File: config.mk
export PLATFORM = sky130hd
export DESIGN_NAME = snd_channel
export DESIGN_NICKNAME = d
export VERILOG_FILES = /design/src/rtl/snd_pkg.sv /design/src/rtl/snd_prescale.sv /design/src/rtl/snd_lfsr.sv /design/src/rtl/snd_divider.sv /design/src/rtl/snd_channel.sv
export SDC_FILE = /design/constraint.sdc
export NUM_CORES = 1
export LEC_CHECK = 0
export ABC_CLOCK_PERIOD_IN_PS = 6600
export BUFFER_PORTS_ARGS = -buffer_cell sky130_fd_sc_hd__buf_2
export CAP_MARGIN = 20
export CORE_ASPECT_RATIO = 0.6
export CORE_MARGIN = 2
export CORE_UTILIZATION = 58
export DETAILED_ROUTE_END_ITERATION = 16
export HOLD_SLACK_MARGIN = 0.03
export PLACE_DENSITY = 0.77
export SYNTH_ARGS = -nofsm -noshare
export SYNTH_HDL_FRONTEND = slang
export SYNTH_SLANG_ARGS = --single-unit
File: constraint.sdc
create_clock -name clk -period 6.6 [get_ports clk]
set_clock_uncertainty 0.1 [all_clocks]
set_input_delay 0.66 -clock clk [delete_from_list [all_inputs] [get_ports clk]]
set_output_delay 0.66 -clock clk [all_outputs]
set_load 0.01 [all_outputs]
File: src/rtl/snd_pkg.sv
package snd_pkg;
  localparam int CTRL_W = 4;
  localparam int MOD_W  = 7;

  typedef enum logic [2:0] {SRC_ONE, SRC_P4, SRC_P5, SRC_P9, SRC_DIV} src_e;

  typedef struct packed {
    src_e             src;
    logic             p4_by_div;  // 4-bit register steps on divider wrap
    logic             p4_by_p5;   // 4-bit register steps when 5-bit output is 1
    logic             div_by_p5;  // divider steps when 5-bit output is 1
    logic [MOD_W-1:0] modulus;
  } mode_t;

  function automatic mode_t decode_mode(input logic [CTRL_W-1:0] c);
    mode_t m;
    m = '{src: SRC_ONE, p4_by_div: 1'b0, p4_by_p5: 1'b0, div_by_p5: 1'b0,
          modulus: MOD_W'(2)};
    case (c)
      4'd1:         m.src = SRC_P4;
      4'd2:         begin m.src = SRC_P4; m.p4_by_div = 1'b1; m.modulus = MOD_W'(15); end
      4'd3:         begin m.src = SRC_P4; m.p4_by_p5 = 1'b1; end
      4'd4, 4'd5:   m.src = SRC_DIV;
      4'd6, 4'd10:  begin m.src = SRC_DIV; m.modulus = MOD_W'(31); end
      4'd7:         begin m.src = SRC_DIV; m.div_by_p5 = 1'b1; end
      4'd8:         m.src = SRC_P9;
      4'd9:         m.src = SRC_P5;
      4'd12, 4'd13: begin m.src = SRC_DIV; m.modulus = MOD_W'(6); end
      4'd14:        begin m.src = SRC_DIV; m.modulus = MOD_W'(93); end
      4'd15:        begin m.src = SRC_DIV; m.modulus = MOD_W'(6); m.div_by_p5 = 1'b1; end
      default:      m.src = SRC_ONE;
    endcase
    return m;
  endfunction
endpackage

File: src/rtl/snd_prescale.sv
module snd_prescale #(
  parameter int W = 5
) (
  input  logic         clk,
  input  logic         rst,
  input  logic         tick_en,
  input  logic [W-1:0] limit,
  output logic         step,
  output logic [W-1:0] cnt_o
);
  logic [W-1:0] cnt_q;

  assign step  = tick_en && (cnt_q >= limit);
  assign cnt_o = cnt_q;

  always_ff @(posedge clk) begin
    if (rst)          cnt_q <= '0;
    else if (step)    cnt_q <= '0;
    else if (tick_en) cnt_q <= cnt_q + 1'b1;
  end
endmodule

File: src/rtl/snd_lfsr.sv
module snd_lfsr #(
  parameter int W   = 4,
  parameter int TAP = 2
) (
  input  logic         clk,
  input  logic         rst,
  input  logic         adv,
  output logic         bit_o,
  output logic [W-1:0] state_o
);
  logic [W-1:0] s_q;

  assign bit_o   = s_q[W-1];
  assign state_o = s_q;

  always_ff @(posedge clk) begin
    if (rst)      s_q <= '1;
    else if (adv) s_q <= {s_q[W-2:0], s_q[W-1] ^ s_q[TAP]};
  end
endmodule

File: src/rtl/snd_divider.sv
module snd_divider #(
  parameter int W = 7
) (
  input  logic         clk,
  input  logic         rst,
  input  logic         adv,
  input  logic [W-1:0] modulus,
  output logic         wrap,
  output logic         bit_o
);
  logic [W-1:0] cnt_q;

  assign wrap  = (cnt_q >= modulus - 1'b1);
  assign bit_o = (cnt_q < (modulus >> 1));

  always_ff @(posedge clk) begin
    if (rst)      cnt_q <= '0;
    else if (adv) cnt_q <= wrap ? '0 : cnt_q + 1'b1;
  end
endmodule

File: src/rtl/snd_channel.sv
module snd_channel
  import snd_pkg::*;
#(
  parameter int FREQ_W = 5,
  parameter int VOL_W  = 4,
  parameter int DATA_W = 5,
  parameter int P4_W   = 4,
  parameter int P4_TAP = 2,
  parameter int P5_W   = 5,
  parameter int P5_TAP = 2,
  parameter int P9_W   = 9,
  parameter int P9_TAP = 4
) (
  input  logic              clk,
  input  logic              rst,
  input  logic              tick_en,
  input  logic              wr_en,
  input  logic [1:0]        wr_addr,
  input  logic [DATA_W-1:0] wr_data,
  output logic [VOL_W-1:0]  amp
);
  logic [CTRL_W-1:0] ctrl_q;
  logic [FREQ_W-1:0] freq_q;
  logic [VOL_W-1:0]  vol_q;
  logic [FREQ_W-1:0] pre_q;
  logic              step;
  mode_t             mode;
  logic              p4_bit, p5_bit, p9_bit, div_bit, div_wrap;
  logic              p4_adv, div_adv, wave;
  logic [P4_W-1:0]   p4_s;
  logic [P5_W-1:0]   p5_s;
  logic [P9_W-1:0]   p9_s;

  always_ff @(posedge clk) begin
    if (rst) begin
      ctrl_q <= '0;
      freq_q <= '0;
      vol_q  <= '0;
    end else if (wr_en) begin
      case (wr_addr)
        2'd0:    ctrl_q <= wr_data[CTRL_W-1:0];
        2'd1:    freq_q <= wr_data[FREQ_W-1:0];
        2'd2:    vol_q  <= wr_data[VOL_W-1:0];
        default: ;
      endcase
    end
  end

  assign mode = decode_mode(ctrl_q);

  snd_prescale #(.W(FREQ_W)) u_pre (
    .clk(clk), .rst(rst), .tick_en(tick_en), .limit(freq_q),
    .step(step), .cnt_o(pre_q)
  );

  assign div_adv = step && (!mode.div_by_p5 || p5_bit);
  assign p4_adv  = step && (mode.p4_by_div ? div_wrap :
                            mode.p4_by_p5  ? p5_bit   : 1'b1);

  snd_divider #(.W(MOD_W)) u_div (
    .clk(clk), .rst(rst), .adv(div_adv), .modulus(mode.modulus),
    .wrap(div_wrap), .bit_o(div_bit)
  );

  snd_lfsr #(.W(P4_W), .TAP(P4_TAP)) u_p4 (
    .clk(clk), .rst(rst), .adv(p4_adv), .bit_o(p4_bit), .state_o(p4_s)
  );
  snd_lfsr #(.W(P5_W), .TAP(P5_TAP)) u_p5 (
    .clk(clk), .rst(rst), .adv(step), .bit_o(p5_bit), .state_o(p5_s)
  );
  snd_lfsr #(.W(P9_W), .TAP(P9_TAP)) u_p9 (
    .clk(clk), .rst(rst), .adv(step), .bit_o(p9_bit), .state_o(p9_s)
  );

  always_comb begin
    case (mode.src)
      SRC_P4:  wave = p4_bit;
      SRC_P5:  wave = p5_bit;
      SRC_P9:  wave = p9_bit;
      SRC_DIV: wave = div_bit;
      default: wave = 1'b1;
    endcase
  end

  always_ff @(posedge clk) begin
    if (rst) amp <= '0;
    else     amp <= wave ? vol_q : '0;
  end
endmodule

# --- Word-level counts from Yosys, hierarchy flattened ---
# Index checks and enable logic that the tools add are counted.
totals:
  output_inout_bits: 4
  input_bits: 11
  romBits: 0
  ram_bits: 0
  register_bits: 47
  latch_bits: 0
  n_memories: 0
  word_cells: 64
classes:
  reduce_logical: 16
  eq_ne: 20
  shift: 0
  n_mux: 9
  bitwise_logic: 4
  mul: 0
  div_mod_pow: 0
  n_lt_le_gt_ge: 3
  n_addsub: 3
ops:
  columns: ["operator", "count"]
  rows:
  - ["4-bit equality test, second input constant", 7]
  - ["7-bit one-hot mux with 4 select lines", 1]
  - ["4-bit by 3-bit equality test with 1-bit output, second input constant", 4]
  - ["3-bit one-hot mux with 4 select lines", 1]
  - ["9-bit OR reduction", 1]
  - ["4-bit by 2-bit equality test with 1-bit output, second input constant", 2]
  - ["2-bit OR reduction", 4]
  - ["7-bit by 1-bit adder with 7-bit output, second input constant", 1]
  - ["7-bit >= comparator", 1]
  - ["7-bit by 6-bit < comparator with 1-bit output", 1]
  - ["7-bit 2-to-1 mux", 1]
  - ["7-bit by 1-bit subtractor with 7-bit output, second input constant", 1]
  - ["3-bit by 2-bit equality test with 1-bit output, second input constant", 2]
  - ["2-bit AND reduction", 3]
  - ["3-bit OR reduction", 2]
  - ["5-bit by 1-bit adder with 5-bit output, second input constant", 1]
  - ["5-bit >= comparator", 1]
  - ["1-bit 2-to-1 mux", 5]
  - ["4-bit by 1-bit equality test with 1-bit output, second input constant", 1]
  - ["1-bit one-hot mux with 4 select lines", 1]
  - ["3-bit by 1-bit equality test with 1-bit output, second input constant", 1]
  - ["3-bit equality test, second input constant", 1]
  - ["1-bit logical AND", 3]
  - ["1-bit XOR", 3]
  - ["other kinds (6)", 6]

# --- Longest topological paths before layout ---
depth:
  word_depth: 7
  depth_mapped: 13
  mapped_depth_nobuf: 11

# --- By module ---
# Synthesis repeated with hierarchy kept, for this count alone.
unflattened:
  hier_cells: 260
  hier_area_um2: 2487.4
modules_own_cells:
  columns: ["module", "seq_area_each_um2", "cells_each", "n_inst", "area_each_um2"]
  rows:
  - ["snd_channel", 340.3, 79, 1, 729.4]
  - ["snd_divider", 140.1, 76, 1, 694.4]
  - ["snd_prescale", 100.1, 39, 1, 374.1]
  - ["snd_lfsr (u_p9)", 180.2, 31, 1, 337.8]
  - ["snd_lfsr (u_p5)", 100.1, 19, 1, 193.9]
  - ["snd_lfsr (u_p4)", 80.1, 16, 1, 157.7]

# --- Worst setup path after synthesis ---
# No wires, ideal clock.
synth_path:
  path_type: "register -> register"
  from: "register ctrl_q[1]"
  to: "register u_p4.s_q[0] (netlist: u_p4.state_o[0])"
  setup_slack_ns: 3.852
  setup_ns: 0.122
  t_required_ns: 6.378
  period_less_slack_ns: 2.748
  path_buffers: 2
  arrival_ns: 2.526
  path_stages_with_launch: 13
  cell_sequence: "dfxtp_1 -> nor2b_1 -> buf_2 -> inv_1 -> ha_1 -> xor2_1 -> ha_1 -> o21a_1 -> nor2_1 -> o31a_1 -> buf_6 -> a311o_4 -> mux2i_1"
synth_between:
  elab_chain_cells: 7
  elab_cells_between_ends: 18
  cone_classes: "add/sub: 1; order compare: 1; eq/ne: 8; mux: 5; reduce/logical: 3"
synth_rtl:
  columns: ["item", "line", "source"]
  rows:
  - ["start, declared", "snd_channel.sv:22", "logic [CTRL_W-1:0] ctrl_q;"]
  - ["start signal, assigned", "snd_channel.sv:41", "2'd0: ctrl_q <= wr_data[CTRL_W-1:0];"]
  - ["4-bit equality test / 4-bit by 3-bit equality test with 1-bit output (equally long branches)", "snd_pkg.sv:19", "case (c)"]
  - ["3-bit OR reduction (no line) / 2-bit OR reduction (equally long branches)", null, null]
  - ["7-bit one-hot mux with 4 select lines", "snd_pkg.sv:19", null]
  - ["7-bit by 1-bit subtractor with 7-bit output", "snd_divider.sv:13", "assign wrap = (cnt_q >= modulus - 1'b1);"]
  - ["7-bit >= comparator", "snd_divider.sv:13", null]
  - ["1-bit 2-to-1 mux *", "snd_channel.sv:57", "assign p4_adv = step && (mode.p4_by_div ? div_wrap :"]
  - ["1-bit logical AND *", "snd_channel.sv:57", null]
  - ["end signal, assigned", "snd_lfsr.sv:18", "else if (adv) s_q <= {s_q[W-2:0], s_q[W-1] ^ s_q[TAP]};"]
  - ["end, declared", "snd_lfsr.sv:11", "logic [W-1:0] s_q;"]
# Every way passes the cells marked *; elsewhere a longest branch is shown, timed or not.
# A chain may end at the register's enable or synchronous reset.

# --- Final worst setup path ---
layout_path:
  from: "register ctrl_q[1]"
  to: "register u_p4.s_q[1] (netlist: u_p4.state_o[1])"
# Same word-level chain as after synthesis.

==> out/qor.csv <==
metric,value,unit
gr usage total,0.212,
DP HPWL,3070,um
via count,1856,
kind of end point of the critical path,flip-flop,
Critical Path Source Type,flip-flop,
post-route ant nets,0,
first drt pass iteration count,4,
crit path time final,3.35,ns
"Reg clk slew, reported paths",0.09,ns
Core Area,4050,um^2
slowest CP cell,nor2b_1,
Resize count post-CTS,0,
Fmax,0.299,GHz
DRC viols,0,
Worst Path Arrival,3.47,ns
P per Cell Area,244,nW/um^2
I/O Buffers,14,
relative slew slack,0.459,
fin crit share,0.507,
"Largest stage delay, worst path",0.53,ns
max-slew violations,0,
width of the die,87.5,um
initial detailed-routing violation count,57,
Area Growth Syn to Fin,8.26,%
outcome,completed,
dpl cell area,2490,um^2
Crit path top cell by count,ha_1,
Die ar.,4730,um^2
Initial Util,0.598,
Vias/cell,5.68,
"EDFF count, synth",0,
Final Net Count,306,
Post-Syn Area,2420,um^2
Fin Setup TNS,0,ns
io pins,15,
setup bufs post-CTS,0,
Final Util,0.647,
register-to-register setup slack,3.25,ns
clk root buf,clkbuf_8,
final setup vio count,0,
Final Hold Vio Count,0,
worst skew pair latency,0.29,ns
fin worst setup slack,3.25,ns
register area,941,um^2
fin cells,327,
GPL Wtd Cong,0.811,
Synth Net Count,298,
Synth Area per Inst,9.04,um^2
Fillers,365,
post-synthesis cell count,268,
Critical Path Fanout Max,9,
"commonest non-fill, non-tap cell in the layout",dfxtp_1,
Cell variety after synth,48,
largest net degree at the start of global routing,49,
clk buf depth,2,
hold_buf cts,0,
pre-CTS WS,3.34,ns
first-pass GRT wire length,7720,um
crit path buf inv count,1,
Antenna diodes,0,
# placed instances,319,
Tightest Pin Transition,0.811,ns
Multi-input gate area,1380,um^2
cell family with most CP delay,compound AO/OA/AOI/OAI gates,
worst path cell trace,nor2b_1 -> inv_1 -> ha_1 -> ha_1 -> a2111oi_0 -> o31a_1 -> a311o_4 -> mux2i_1,
P_leak,1.18,nW
"Top FF cell, synth",dfxtp_1,
cts bufs inserted,5,
share of layout cells above drive strength 1,0.116,
Max H-tree Level,2,
asr flop ratio synth,0,
min-delay worst type,flip-flop to flip-flop,
Routed Wire Length,4470,um
Routed wire per std cell,13.7,um
Worst Path Required,6.72,ns
Crit Path Category,flip-flop to flip-flop,
maximum vdd drop,0.000128,V
MaxCap Viol Count,0,
CTS tree,done,
register area share after synthesis,0.388,
overall die height,54.1,um
Cell Rows,18,
vias in the first global route,1702,
clock sinks,47,
YS warnings,0,
gr ovfl total,0,
#FFs+latches synth,47,
final instance area,2620,um^2
"commonest cells after routing, fill and taps aside","dfxtp_1 (47), nand2_1 (36), nor2_1 (29)",
RSZ-0062 raised after global routing,no,
initial antenna violation count,0,
registers in the layout (all words and copies together), names as in the netlist:
signal        flops
u_pre.cnt_o       5
ctrl_q            4
vol_q             4
amp               4
u_div.cnt_q       7
u_p5.state_o      5
u_p9.state_o      9
u_p4.state_o      4
freq_q            5
worst paths after layout:
check                                from               to  cells past startpoint
worst max-delay path            ctrl_q[1]  u_p4.state_o[1]                      8
worst min-delay path             vol_q[1]           amp[1]                      1
worst max register to register  ctrl_q[1]  u_p4.state_o[1]                      8
worst min register to register   vol_q[1]           amp[1]                      1
cell type report:
cell class                 count  area share
multi-input combinational    199       0.527
clock buffer                   6      0.0277
inverter                       9      0.0129
timing repair buffer          14      0.0267
sequential                    47       0.359
clock inverter                 2      0.0229
tap                           50      0.0238
metal layers:
metal	track usage	up-vias	wire length (um)	share of wire
met5	0	-	0	0
met4	0.0385	0	13	0.0029
met3	0.0583	2	220	0.049
met2	0.322	44	1790	0.40
met1	0.304	852	2450	0.55
li1	-	958	-	-
metrics by stage:
stage | hold WS [ns] | power (mW)
after floorplan | 0.330 | 0.385
after global placement | 0.340 | 0.400
after detailed placement | 0.345 | 0.401
after CTS | 0.363 | 0.646
after global routing | 0.392 | 0.671
final | 0.359 | 0.641
power by group:
| part | leakage, nW | internal [mW] | switching, mW |
|---|---|---|---|
| combinational | 0.729 | 0.0355 | 0.0477 |
| sequential | 0.384 | 0.300 | 0.0129 |
| clock | 0.0654 | 0.151 | 0.0931 |
kinds of logic after synthesis:
family	Yosys count	share of synthesized area
AO/OA/AOI/OAI	33	0.106
XOR/XNOR	8	0.0289
adder cells (fa/ha/maj)	19	0.0981
buffers and inverters	22	0.0408
flip-flops	47	0.388
multiplexers	18	0.0743
other	1	0.00155
AND/OR/NAND/NOR	120	0.262
cell usage after synthesis (all sizes together), types with 2 or more instances:
cell type | n | area share
a211o | 2 | 0.0072
a21oi | 7 | 0.014
a21o | 2 | 0.0062
dfxtp | 47 | 0.39
nand3b | 14 | 0.043
and2 | 4 | 0.010
buf | 6 | 0.016
inv | 9 | 0.014
nand3 | 5 | 0.012
and3 | 2 | 0.0052
mux2i | 18 | 0.074
o21ai | 5 | 0.010
nand4 | 12 | 0.031
xnor2 | 3 | 0.011
nor2 | 29 | 0.045
clkbuf | 7 | 0.011
xor2 | 5 | 0.018
nand2 | 36 | 0.056
a31oi | 5 | 0.019
nor3 | 6 | 0.012
nor2b | 3 | 0.0077
a311o | 2 | 0.012
or2 | 2 | 0.0052
ha | 19 | 0.098
No activity file was read; power rests on OpenSTA's default activity.
